--- config.mk ---
export PLATFORM = sky130hd
export DESIGN_NAME = chain_bus_arbiter
export DESIGN_NICKNAME = d
export VERILOG_FILES = /design/src/rtl/chain_arb_pkg.sv /design/src/rtl/chain_arb_fsm.sv /design/src/rtl/chain_stage.sv /design/src/rtl/starve_monitor.sv /design/src/rtl/chain_bus_arbiter.sv
export SDC_FILE = /design/constraint.sdc
export NUM_CORES = 1
export LEC_CHECK = 0
export ABC_CLOCK_PERIOD_IN_PS = 2600
export BUFFER_PORTS_ARGS = -buffer_cell sky130_fd_sc_hd__buf_2
export CAP_MARGIN = 20
export CORE_MARGIN = 3
export CORE_UTILIZATION = 56
export CTS_BUF_LIST = sky130_fd_sc_hd__clkbuf_4
export CTS_CLUSTER_SIZE = 10
export DETAILED_ROUTE_END_ITERATION = 12
export PLACE_DENSITY = 0.8
export SETUP_SLACK_MARGIN = 0.4
export SYNTH_ARGS = -nofsm -noshare
export SYNTH_HDL_FRONTEND = slang
export SYNTH_HIERARCHICAL = 1
export SYNTH_SLANG_ARGS = --single-unit
--- constraint.sdc ---
create_clock -name clk -period 2.6 [get_ports clk]
set_input_delay 0.26 -clock clk [delete_from_list [all_inputs] [get_ports clk]]
set_output_delay 0.26 -clock clk [all_outputs]
set_load 0.01 [all_outputs]
--- src/rtl/chain_arb_pkg.sv ---
package chain_arb_pkg;
  typedef enum logic [1:0] {
    ST_IDLE  = 2'd0,
    ST_OFFER = 2'd1,
    ST_HOLD  = 2'd2
  } arb_state_t;
endpackage

--- src/rtl/chain_arb_fsm.sv ---
module chain_arb_fsm
  import chain_arb_pkg::*;
(
  input  logic       clk,
  input  logic       rst_n,
  input  logic       req_any,
  input  logic       token_lost,
  input  logic       bus_release,
  output logic       offer,
  output logic       drop,
  output arb_state_t state_o
);
  arb_state_t state_q, state_d;

  always_comb begin
    state_d = state_q;
    unique case (state_q)
      ST_IDLE:  if (req_any) state_d = ST_OFFER;
      ST_OFFER: state_d = token_lost ? ST_IDLE : ST_HOLD;
      ST_HOLD:  if (bus_release) state_d = ST_IDLE;
      default:  state_d = ST_IDLE;
    endcase
  end

  always_ff @(posedge clk) begin
    if (!rst_n) state_q <= ST_IDLE;
    else        state_q <= state_d;
  end

  assign offer   = (state_q == ST_OFFER);
  assign drop    = (state_q == ST_HOLD) && bus_release;
  assign state_o = state_q;

  // an idle arbiter seeing a request offers the token next cycle
  assert_idle_to_offer_R2: assert property (@(posedge clk) disable iff (!rst_n)
    (state_q == ST_IDLE) && req_any |=> (state_q == ST_OFFER));
  // release during hold returns to idle, so there is one idle cycle
  assert_release_idle_R6: assert property (@(posedge clk) disable iff (!rst_n)
    (state_q == ST_HOLD) && bus_release |=> (state_q == ST_IDLE));
  // a release outside hold does not move the arbiter into hold
  assert_idle_release_ignored_R7: assert property (@(posedge clk) disable iff (!rst_n)
    (state_q == ST_IDLE) |=> (state_q != ST_HOLD));
endmodule

--- src/rtl/chain_stage.sv ---
module chain_stage (
  input  logic clk,
  input  logic rst_n,
  input  logic tok_in,
  input  logic req,
  input  logic offer,
  input  logic drop,
  output logic tok_out,
  output logic take,
  output logic own
);
  logic own_q;

  assign take    = offer && tok_in && req;
  assign tok_out = tok_in && !req;

  always_ff @(posedge clk) begin
    if (!rst_n)    own_q <= 1'b0;
    else if (drop) own_q <= 1'b0;
    else if (take) own_q <= 1'b1;
  end

  assign own = own_q;

  // ownership persists until the release is accepted
  assert_hold_until_release_R5: assert property (@(posedge clk) disable iff (!rst_n)
    own_q && !drop |=> own_q);
  // a stage that captures the token owns the bus next cycle
  assert_take_owns_R3: assert property (@(posedge clk) disable iff (!rst_n)
    take |=> own_q);
endmodule

--- src/rtl/starve_monitor.sv ---
module starve_monitor #(
  parameter int N_DEV = 4,
  parameter int CNT_W = 8
) (
  input  logic               clk,
  input  logic               rst_n,
  input  logic               offer,
  input  logic [N_DEV-1:0]   req,
  input  logic [N_DEV-1:0]   take,
  output logic [N_DEV*CNT_W-1:0] cnt_flat
);
  localparam logic [CNT_W-1:0] CNT_MAX = {CNT_W{1'b1}};

  function automatic logic [CNT_W-1:0] sat_inc(input logic [CNT_W-1:0] v);
    return (v == CNT_MAX) ? v : v + 1'b1;
  endfunction

  for (genvar i = 0; i < N_DEV; i++) begin : g_cnt
    logic [CNT_W-1:0] cnt_q;
    logic             lost;
    assign lost = offer && req[i] && !take[i];

    always_ff @(posedge clk) begin
      if (!rst_n)                cnt_q <= '0;
      else if (offer && take[i]) cnt_q <= '0;
      else if (lost)             cnt_q <= sat_inc(cnt_q);
    end

    assign cnt_flat[i*CNT_W +: CNT_W] = cnt_q;

    // a lost decision below saturation adds exactly one
    assert_starve_inc_R9: assert property (@(posedge clk) disable iff (!rst_n)
      lost && (cnt_q != CNT_MAX) |=> (cnt_q == $past(cnt_q) + 1'b1));
    // the winner's counter is cleared
    assert_starve_clear_R9: assert property (@(posedge clk) disable iff (!rst_n)
      offer && take[i] |=> (cnt_q == '0));
  end
endmodule

--- src/rtl/chain_bus_arbiter.sv ---
module chain_bus_arbiter
  import chain_arb_pkg::*;
#(
  parameter int N_DEV = 4,
  parameter int CNT_W = 8,
  localparam int IDW = (N_DEV > 1) ? $clog2(N_DEV) : 1
) (
  input  logic                   clk,
  input  logic                   rst_n,
  input  logic [N_DEV-1:0]       dev_req,
  input  logic                   bus_release,
  output logic [N_DEV-1:0]       dev_grant,
  output logic                   owner_valid,
  output logic [IDW-1:0]         owner_id,
  output logic [N_DEV*CNT_W-1:0] starve_cnt
);
  function automatic logic [IDW-1:0] onehot_index(input logic [N_DEV-1:0] v);
    logic [IDW-1:0] idx;
    idx = '0;
    for (int k = 0; k < N_DEV; k++) if (v[k]) idx = idx | IDW'(k);
    return idx;
  endfunction

  logic             req_any;
  logic             offer;
  logic             drop;
  logic             token_lost;
  arb_state_t       arb_state;
  logic [N_DEV:0]   tok_chain;
  logic [N_DEV-1:0] take_vec;
  logic [N_DEV-1:0] own_vec;

  assign req_any = |dev_req;

  chain_arb_fsm u_fsm (
    .clk         (clk),
    .rst_n       (rst_n),
    .req_any     (req_any),
    .token_lost  (token_lost),
    .bus_release (bus_release),
    .offer       (offer),
    .drop        (drop),
    .state_o     (arb_state)
  );

  assign tok_chain[0] = offer;
  for (genvar i = 0; i < N_DEV; i++) begin : g_stage
    chain_stage u_stage (
      .clk     (clk),
      .rst_n   (rst_n),
      .tok_in  (tok_chain[i]),
      .req     (dev_req[i]),
      .offer   (offer),
      .drop    (drop),
      .tok_out (tok_chain[i+1]),
      .take    (take_vec[i]),
      .own     (own_vec[i])
    );
  end
  assign token_lost = tok_chain[N_DEV];

  starve_monitor #(.N_DEV(N_DEV), .CNT_W(CNT_W)) u_mon (
    .clk      (clk),
    .rst_n    (rst_n),
    .offer    (offer),
    .req      (dev_req),
    .take     (take_vec),
    .cnt_flat (starve_cnt)
  );

  assign dev_grant   = own_vec;
  assign owner_valid = |own_vec;
  assign owner_id    = onehot_index(own_vec);

  // never two owners
  assert_single_owner_R4: assert property (@(posedge clk) disable iff (!rst_n)
    $onehot0(own_vec));
  // after a grant is released there is at least one cycle without owner
  assert_gap_after_release_R6: assert property (@(posedge clk) disable iff (!rst_n)
    $fell(owner_valid) |=> !owner_valid);
  // ownership only exists while the arbiter is holding
  assert_owner_in_hold_R8: assert property (@(posedge clk) disable iff (!rst_n)
    owner_valid |-> (arb_state == ST_HOLD));
  // a token that ran off the chain leaves no owner
  assert_lost_no_owner_R10: assert property (@(posedge clk) disable iff (!rst_n)
    offer && token_lost |=> !owner_valid);
endmodule

Word-level counts from Yosys, hierarchy flattened
Index checks and enable logic that the tools add are counted.
- output and inout bits: 39
- bits of input ports: 7
- flip-flop bits (word level): 30
- mux-type cells: 7
- eq/ne operators: 7
- add/sub/neg operators: 3
- reductions and logical operators: 39
- bitwise operators: 4
- operators with widths (operator ; count):
    $add A8 B1 Y8 const B ; 3
    $eq A8 B8 Y1 const B ; 3
    $logic_and A1 B1 Y1 ; 21
    $mux W2 ; 5
    $reduce_and A2 Y1 ; 4
    $reduce_or A2 Y1 ; 4
    $reduce_or A4 Y1 ; 2
    $logic_not A1 Y1 ; 7
    $pmux W2 S3 ; 1
    $ne A2 B2 Y1 const B ; 2
    $not A1 Y1 ; 4
    $eq A2 B1 Y1 const B ; 1
    $eq A2 B2 Y1 const B ; 1
    $logic_not A2 Y1 ; 1
    $mux W1 ; 1

Logic depth before layout (Yosys ltp)
- word-level depth: 9
- depth in mapped cells: 9
- depth with buffers taken out: 9

Hierarchy
Netlist, hierarchy kept.
- modules (own cells, without submodules) (module ; times used ; sequential area each (um^2) ; cells an instance ; area each (um^2)):
    starve_monitor ; 1 ; 640.6 ; 191 ; 1669.1
    chain_stage ; 4 ; 20.0 ; 5 ; 53.8
    chain_arb_fsm ; 1 ; 40.0 ; 10 ; 85.1
    chain_bus_arbiter ; 1 ; 0.0 ; 4 ; 27.5

Least setup slack after synthesis
No wires, ideal clock.
- kind: register to register
- start point: reg u_fsm.state_q[0], in the netlist u_fsm/state_o[0]
- end point: reg u_mon.g_cnt[3].cnt_q[5]
- library setup time: 91 ps
- path buffers: 0
- cell stages (with the launch flop): 10
- slack: 497 ps
- data required time: 2509 ps
- data arrival time: 2012 ps
- cell sequence: dfxtp_1 nor2b_1 and2b_2 and2b_2 and2b_2 and3_4 nand3b_2 nor2_1 a31oi_1 a311oi_1
- cells in the longest elaborated chain, start to end: 9
- ends and longest elaborated chain (element ; RTL line ; RTL):
    start: declaration ; chain_arb_fsm.sv:13 ; arb_state_t state_q, state_d;
    start signal: assignment ; chain_arb_fsm.sv:27 ; else state_q <= state_d;
    $eq A2 B1 Y1 * ; chain_arb_fsm.sv:30 ; assign offer = (state_q == ST_OFFER);
    named net offer ; chain_bus_arbiter.sv:25 ; logic offer;
    $logic_and A1 B1 Y1 * ; chain_stage.sv:15 ; assign tok_out = tok_in && !req;
    named net tok_chain[1] ; chain_bus_arbiter.sv:29 ; logic [N_DEV:0] tok_chain;
    $logic_and A1 B1 Y1 * ; chain_stage.sv:15 ;
    named net tok_chain[2] ; chain_bus_arbiter.sv:29 ;
    $logic_and A1 B1 Y1 * ; chain_stage.sv:15 ;
    named net tok_chain[3] ; chain_bus_arbiter.sv:29 ;
    $logic_and A1 B1 Y1 * (2 in series) ; chain_stage.sv:14 ; assign take = offer && tok_in && req;
    named net take_vec[3] ; chain_bus_arbiter.sv:30 ; logic [N_DEV-1:0] take_vec;
    $logic_not A1 Y1 ; starve_monitor.sv:21 ; assign lost = offer && req[i] && !take[i];
    $logic_and A1 B1 Y1 ; starve_monitor.sv:21 ;
    $reduce_and A2 Y1 (no line) ; n/a ;
    end signal: assignment ; starve_monitor.sv:26 ; else if (lost) cnt_q <= sat_inc(cnt_q);
    end: declaration ; starve_monitor.sv:19 ; logic [CNT_W-1:0] cnt_q;
The timed path passes the listed nets; every way through them passes the cells marked *.
A chain may end at the register's enable or synchronous reset.

Worst setup path in the final report
Same ends and word-level chain as after synthesis.

==> metrics.txt <==
# TYPE chip_impl_metric gauge
chip_impl_metric{name="critPathRequiredTime",unit="ps"} 2850
chip_impl_metric{name="path_buf_inv",unit=""} 0
chip_impl_metric{name="final.setup.tns",unit="ps"} 0
chip_impl_info{name="critPathLaunchType",value="flop"} 1
chip_impl_metric{name="setup_viol",unit=""} 0
chip_impl_metric{name="fin_area",unit="um^2"} 2320
chip_impl_metric{name="cts_buffers",unit=""} 5
chip_impl_metric{name="clkPwrFrac",unit="%"} 28.1
chip_impl_metric{name="synthDistinctLibCells",unit=""} 48
chip_impl_metric{name="final_cells",unit=""} 322
chip_impl_metric{name="final_core_utilization",unit="%"} 68.4
chip_impl_metric{name="pwr_cell_area",unit="nW/um^2"} 430
chip_impl_metric{name="dpl-instance-area",unit="um^2"} 2260
chip_impl_info{name="worst_setup_path_end_kind",value="flop"} 1
chip_impl_metric{name="estimated_wirelength_of_the_detail_placed_design",unit="um"} 3150
chip_impl_info{name="ranking_of_synthesized_cells_by_area",value="sky130_fd_sc_hd__dfxtp_1 38%, sky130_fd_sc_hd__nand2_1 4.5%, sky130_fd_sc_hd__nand3_1 3.5%"} 1
chip_impl_info{name="timing.hold.worst.class",value="in2reg"} 1
chip_impl_metric{name="antenna_violations_before_repair",unit=""} 0
chip_impl_metric{name="cts-htree-levels",unit=""} 2
chip_impl_metric{name="fin_crit_sh",unit="%"} 81.9
chip_impl_metric{name="core-area",unit="um^2"} 3390
chip_impl_metric{name="vias_per_cell",unit=""} 5.76
chip_impl_info{name="holdCritStartpoint",value="rst_n"} 1
chip_impl_metric{name="worst_r2r_path_depth",unit=""} 9
chip_impl_metric{name="path_max_fanout",unit=""} 4
chip_impl_metric{name="routability_congestion",unit=""} 0.840
chip_impl_metric{name="cts_sinks",unit=""} 38
chip_impl_metric{name="actual_transition_at_the_worst_max_transition_pin",unit="ps"} 324
chip_impl_metric{name="route.vias.total",unit=""} 1856
chip_impl_info{name="tritoncts",value="built"} 1
chip_impl_metric{name="io_pins",unit=""} 46
chip_impl_metric{name="portBuffers",unit=""} 45
chip_impl_info{name="path_delay_family",value="simple AND/OR/NAND/NOR gates"} 1
chip_impl_info{name="synth_ff_type",value="sky130_fd_sc_hd__dfxtp_1"} 1
chip_impl_metric{name="timing.max_slew.rel_slack",unit="%"} 78.3
chip_impl_metric{name="post_detailed_route_count_of_antenna_violating_nets",unit=""} 0
chip_impl_metric{name="power.share.switching",unit="%"} 26.4
chip_impl_metric{name="num_rows",unit=""} 21
chip_impl_metric{name="die_area",unit="um^2"} 4320
chip_impl_metric{name="final_period_minus_worst_setup_slack",unit="ps"} 2130
chip_impl_metric{name="drt-wirelength-per-cell",unit="um"} 13.3
chip_impl_metric{name="synth_top_area_share",unit="%"} 38.1
chip_impl_metric{name="sequentialPowerShare",unit="%"} 60.9
chip_impl_metric{name="register_bit_count_reported_by_yosys",unit=""} 38
chip_impl_metric{name="cap_violations",unit=""} 0
chip_impl_metric{name="drv_slew",unit=""} 0
chip_impl_metric{name="internal_power",unit="W"} 0.000733
chip_impl_metric{name="signal_arrival_time_at_the_worst_endpoint",unit="ps"} 2380
chip_impl_info{name="r2r-start",value="u_fsm/state_o[0]$_SDFFE_PN0P_"} 1
chip_impl_info{name="grt_setup_unrepaired",value="yes"} 1
chip_impl_metric{name="final_layout_size_suffix_gt1_share",unit="%"} 26.1
chip_impl_info{name="synth_top_cell_by_area",value="sky130_fd_sc_hd__dfxtp_1"} 1
chip_impl_metric{name="final.setup_skew",unit="ps"} 6.35
chip_impl_metric{name="p_leak",unit="nW"} 1.00
chip_impl_metric{name="seq_area_frac_synth",unit="%"} 38.1
chip_impl_metric{name="synth-edff-count",unit=""} 0
chip_impl_info{name="critical_path.slowest_cell",value="sky130_fd_sc_hd__dfxtp_1"} 1
chip_impl_metric{name="post_syn_instances",unit=""} 225
chip_impl_info{name="run_status",value="complete, no violations"} 1
chip_impl_metric{name="cp.depth",unit=""} 9
chip_impl_metric{name="largest_stage_delay_on_the_critical_path",unit="ps"} 350
chip_impl_metric{name="netlist_area",unit="um^2"} 2000
chip_impl_metric{name="area_grow_syn2layout",unit="%"} 16.1
chip_impl_metric{name="pin_count_of_the_biggest_net_entering_global_routing",unit=""} 18
chip_impl_metric{name="cts.clk_slew.worst_paths",unit="ps"} 110
chip_impl_metric{name="via_count_of_the_first_global_routing_pass",unit=""} 1669
chip_impl_metric{name="initial_utilization",unit="%"} 58.9
chip_impl_info{name="cts_root_buffer",value="sky130_fd_sc_hd__clkbuf_4"} 1
chip_impl_metric{name="totalWireLength",unit="um"} 4280
chip_impl_metric{name="fp.dieH",unit="um"} 65.7
chip_impl_metric{name="n_fill_cell",unit=""} 299
chip_impl_metric{name="hold_viol",unit=""} 0
chip_impl_metric{name="post_cts_setup_buffers",unit=""} 0
chip_impl_info{name="type_of_the_worst_setup_path",value="reg2reg"} 1
chip_impl_metric{name="worst_ir_drop_vdd",unit="uV"} 361
chip_impl_metric{name="die_width",unit="um"} 65.7
chip_impl_metric{name="grt-ovfl-total",unit=""} 0
chip_impl_metric{name="worst_hold_path_cell_count",unit=""} 2
chip_impl_metric{name="synth_area_per_cell",unit="um^2"} 8.88
chip_impl_metric{name="gr-usage-all-layers",unit="%"} 21.5
chip_impl_metric{name="drt-initial-drc-count",unit=""} 104
chip_impl_metric{name="grt_first_pass_wirelength",unit="um"} 7330
chip_impl_metric{name="nNetsFinal",unit=""} 286
chip_impl_metric{name="seq_area",unit="um^2"} 761
chip_impl_metric{name="multiInputGateArea",unit="um^2"} 1180
chip_impl_metric{name="comb_power_share",unit="%"} 11.0
chip_impl_metric{name="mappedNetlistNets",unit=""} 236
chip_impl_info{name="critical_path.most_common_cell",value="sky130_fd_sc_hd__and2b_2"} 1
chip_impl_metric{name="asyncSetResetFlopFracSynth",unit="%"} 0
chip_impl_metric{name="total_power",unit="W"} 0.000996
chip_impl_metric{name="insertion_delay",unit="ps"} 330
chip_impl_metric{name="num_antenna_cells",unit=""} 0
chip_impl_metric{name="1st_pass_router_iterations",unit=""} 5
chip_impl_metric{name="max_freq",unit="MHz"} 470
chip_impl_info{name="cp_cell_sequence",value="nor2b_1 -> and2b_2 -> and2b_2 -> and2b_2 -> and3_4 -> nand3b_2 -> nor2_2 -> a31oi_1 -> a311oi_1"} 1
chip_impl_metric{name="power.net_switching",unit="W"} 0.000263
chip_impl_metric{name="synthesis.yosys.warnings",unit=""} 6
chip_impl_info{name="worst_setup_path_startpoint",value="u_fsm/state_o[0]$_SDFFE_PN0P_"} 1
chip_impl_metric{name="post-place-cells",unit=""} 314
chip_impl_metric{name="clockBufferDepth",unit=""} 2
chip_impl_metric{name="drc_violations_left",unit=""} 0
[power groups by stage]
stage / Combinational (W) / Sequential, W / Clock, W
after floorplan: 0.0000738 / 0.000623 / 0
after global placement: 0.000106 / 0.000620 / 0
after detailed placement: 0.000108 / 0.000620 / 0
after CTS: 0.000109 / 0.000607 / 0.000297
after global routing: 0.000123 / 0.000609 / 0.000318
final: 0.000110 / 0.000607 / 0.000280
[path summary, 6_finish.rpt]
path | endpoint | slack [ps]
min | g_stage[3].u_stage/own$_SDFFE_PP0P_ | 280
max | u_mon/g_cnt[3].cnt_q[5]$_SDFFE_PP0P_ | 470
min reg2reg | u_fsm/state_o[0]$_SDFFE_PN0P_ | 470
max reg2reg | u_mon/g_cnt[3].cnt_q[5]$_SDFFE_PP0P_ | 470
[registers in the layout (all words and copies together) (netlist names)]
register	count
g_stage.u_stage/own	4
u_mon/g_cnt.cnt_q	32
u_fsm/state_o	2
[per-stage QoR]
stage | hold WS [ps] | worst slack (ps)
global route | 267 | 338
global placement | 444 | 522
finish | 284 | 471
CTS | 266 | 445
detailed placement | 459 | 473
floorplan | 387 | 497
[worst reg2reg max path: stages (launching register included)]
cell                       delay (ps)
sky130_fd_sc_hd__dfxtp_1          350
sky130_fd_sc_hd__nor2b_1          140
sky130_fd_sc_hd__and2b_2          190
sky130_fd_sc_hd__and2b_2          190
sky130_fd_sc_hd__and2b_2          190
sky130_fd_sc_hd__and3_4           150
sky130_fd_sc_hd__nand3b_2         280
sky130_fd_sc_hd__nor2_2           210
sky130_fd_sc_hd__a31oi_1          110
sky130_fd_sc_hd__a311oi_1         240
[final cells by class]
cell class / instances / share of cell area (%)
inverters: 9 / 1.46
well taps: 46 / 2.48
repair buffers: 46 / 10.0
clock buffers: 5 / 1.62
flip-flops and latches: 38 / 32.8
multi-input cells: 175 / 51.1
clock inverters: 3 / 0.486
[timing repair]
action	CTS	global route
hold buffers	0	0
endpoints found under the setup margin	0	4
endpoints found under the hold margin	0	0
gates resized for setup	0	3
[synthesized netlist by cell type (2+ instances only)]
| cell type | count |
|---|---|
| sky130_fd_sc_hd__buf_6 | 2 |
| sky130_fd_sc_hd__nand2_1 | 24 |
| sky130_fd_sc_hd__a311oi_1 | 3 |
| sky130_fd_sc_hd__o211a_1 | 4 |
| sky130_fd_sc_hd__o21bai_1 | 2 |
| sky130_fd_sc_hd__a21oi_1 | 6 |
| sky130_fd_sc_hd__and3_1 | 3 |
| sky130_fd_sc_hd__nand3_1 | 14 |
| sky130_fd_sc_hd__and3_4 | 4 |
| sky130_fd_sc_hd__mux2i_1 | 6 |
| sky130_fd_sc_hd__ha_1 | 4 |
| sky130_fd_sc_hd__and2b_2 | 4 |
| sky130_fd_sc_hd__nor3_2 | 2 |
| sky130_fd_sc_hd__nand4_1 | 8 |
| sky130_fd_sc_hd__and3b_1 | 4 |
| sky130_fd_sc_hd__or2_1 | 4 |
| sky130_fd_sc_hd__o31ai_2 | 2 |
| sky130_fd_sc_hd__o21ai_1 | 3 |
| sky130_fd_sc_hd__nand2b_1 | 3 |
| sky130_fd_sc_hd__dfxtp_1 | 38 |
| sky130_fd_sc_hd__xor2_1 | 5 |
| sky130_fd_sc_hd__o211ai_1 | 3 |
| sky130_fd_sc_hd__or4_1 | 3 |
| sky130_fd_sc_hd__nor2_1 | 18 |
| sky130_fd_sc_hd__a31o_1 | 2 |
| sky130_fd_sc_hd__o21ai_0 | 4 |
| sky130_fd_sc_hd__nand3b_2 | 2 |
| sky130_fd_sc_hd__inv_1 | 9 |
| sky130_fd_sc_hd__a211oi_1 | 5 |
| sky130_fd_sc_hd__a31oi_1 | 5 |
| sky130_fd_sc_hd__nor3_1 | 11 |
| sky130_fd_sc_hd__o31ai_1 | 2 |
[layout by cell type (no fill, tap or decap), drive strengths merged, types with 4 or more instances in the layout]
cell type  synthesis  routed
mux2i              6       6
a211oi             5       5
a31oi              5       5
nand2             25      25
buf                2      46
or2                4       4
inv                9       9
nor3              13      13
and3               7       7
nand4              8       8
o211a              4       4
xor2               5       5
o31ai              4       4
dfxtp             38      38
nor2              18      18
a21oi              6       6
ha                 4       4
nand3             14      14
clkbuf             1       5
o21ai              8       8
and3b              4       4
and2b              4       4
[logic make-up after synthesis]
logic type | after synthesis | share of synthesized area, %
compound gates | 45 | 17.9
buf+inv | 12 | 3.01
xor+xnor | 6 | 2.63
simple gates | 114 | 32.9
flops | 38 | 38.1
fa+ha+maj | 4 | 2.51
mux | 6 | 3.01
[routing by layer]
metal / up-vias / part of all wire, % / track usage, %
met4: 0 / 2.3 / 10.1
met1: 859 / 46 / 27.5
li1: 939 / - / -
met3: 8 / 5.0 / 5.64
met5: - / 0 / 0
met2: 50 / 47 / 33.4
Power figures use the tool's default switching activity.
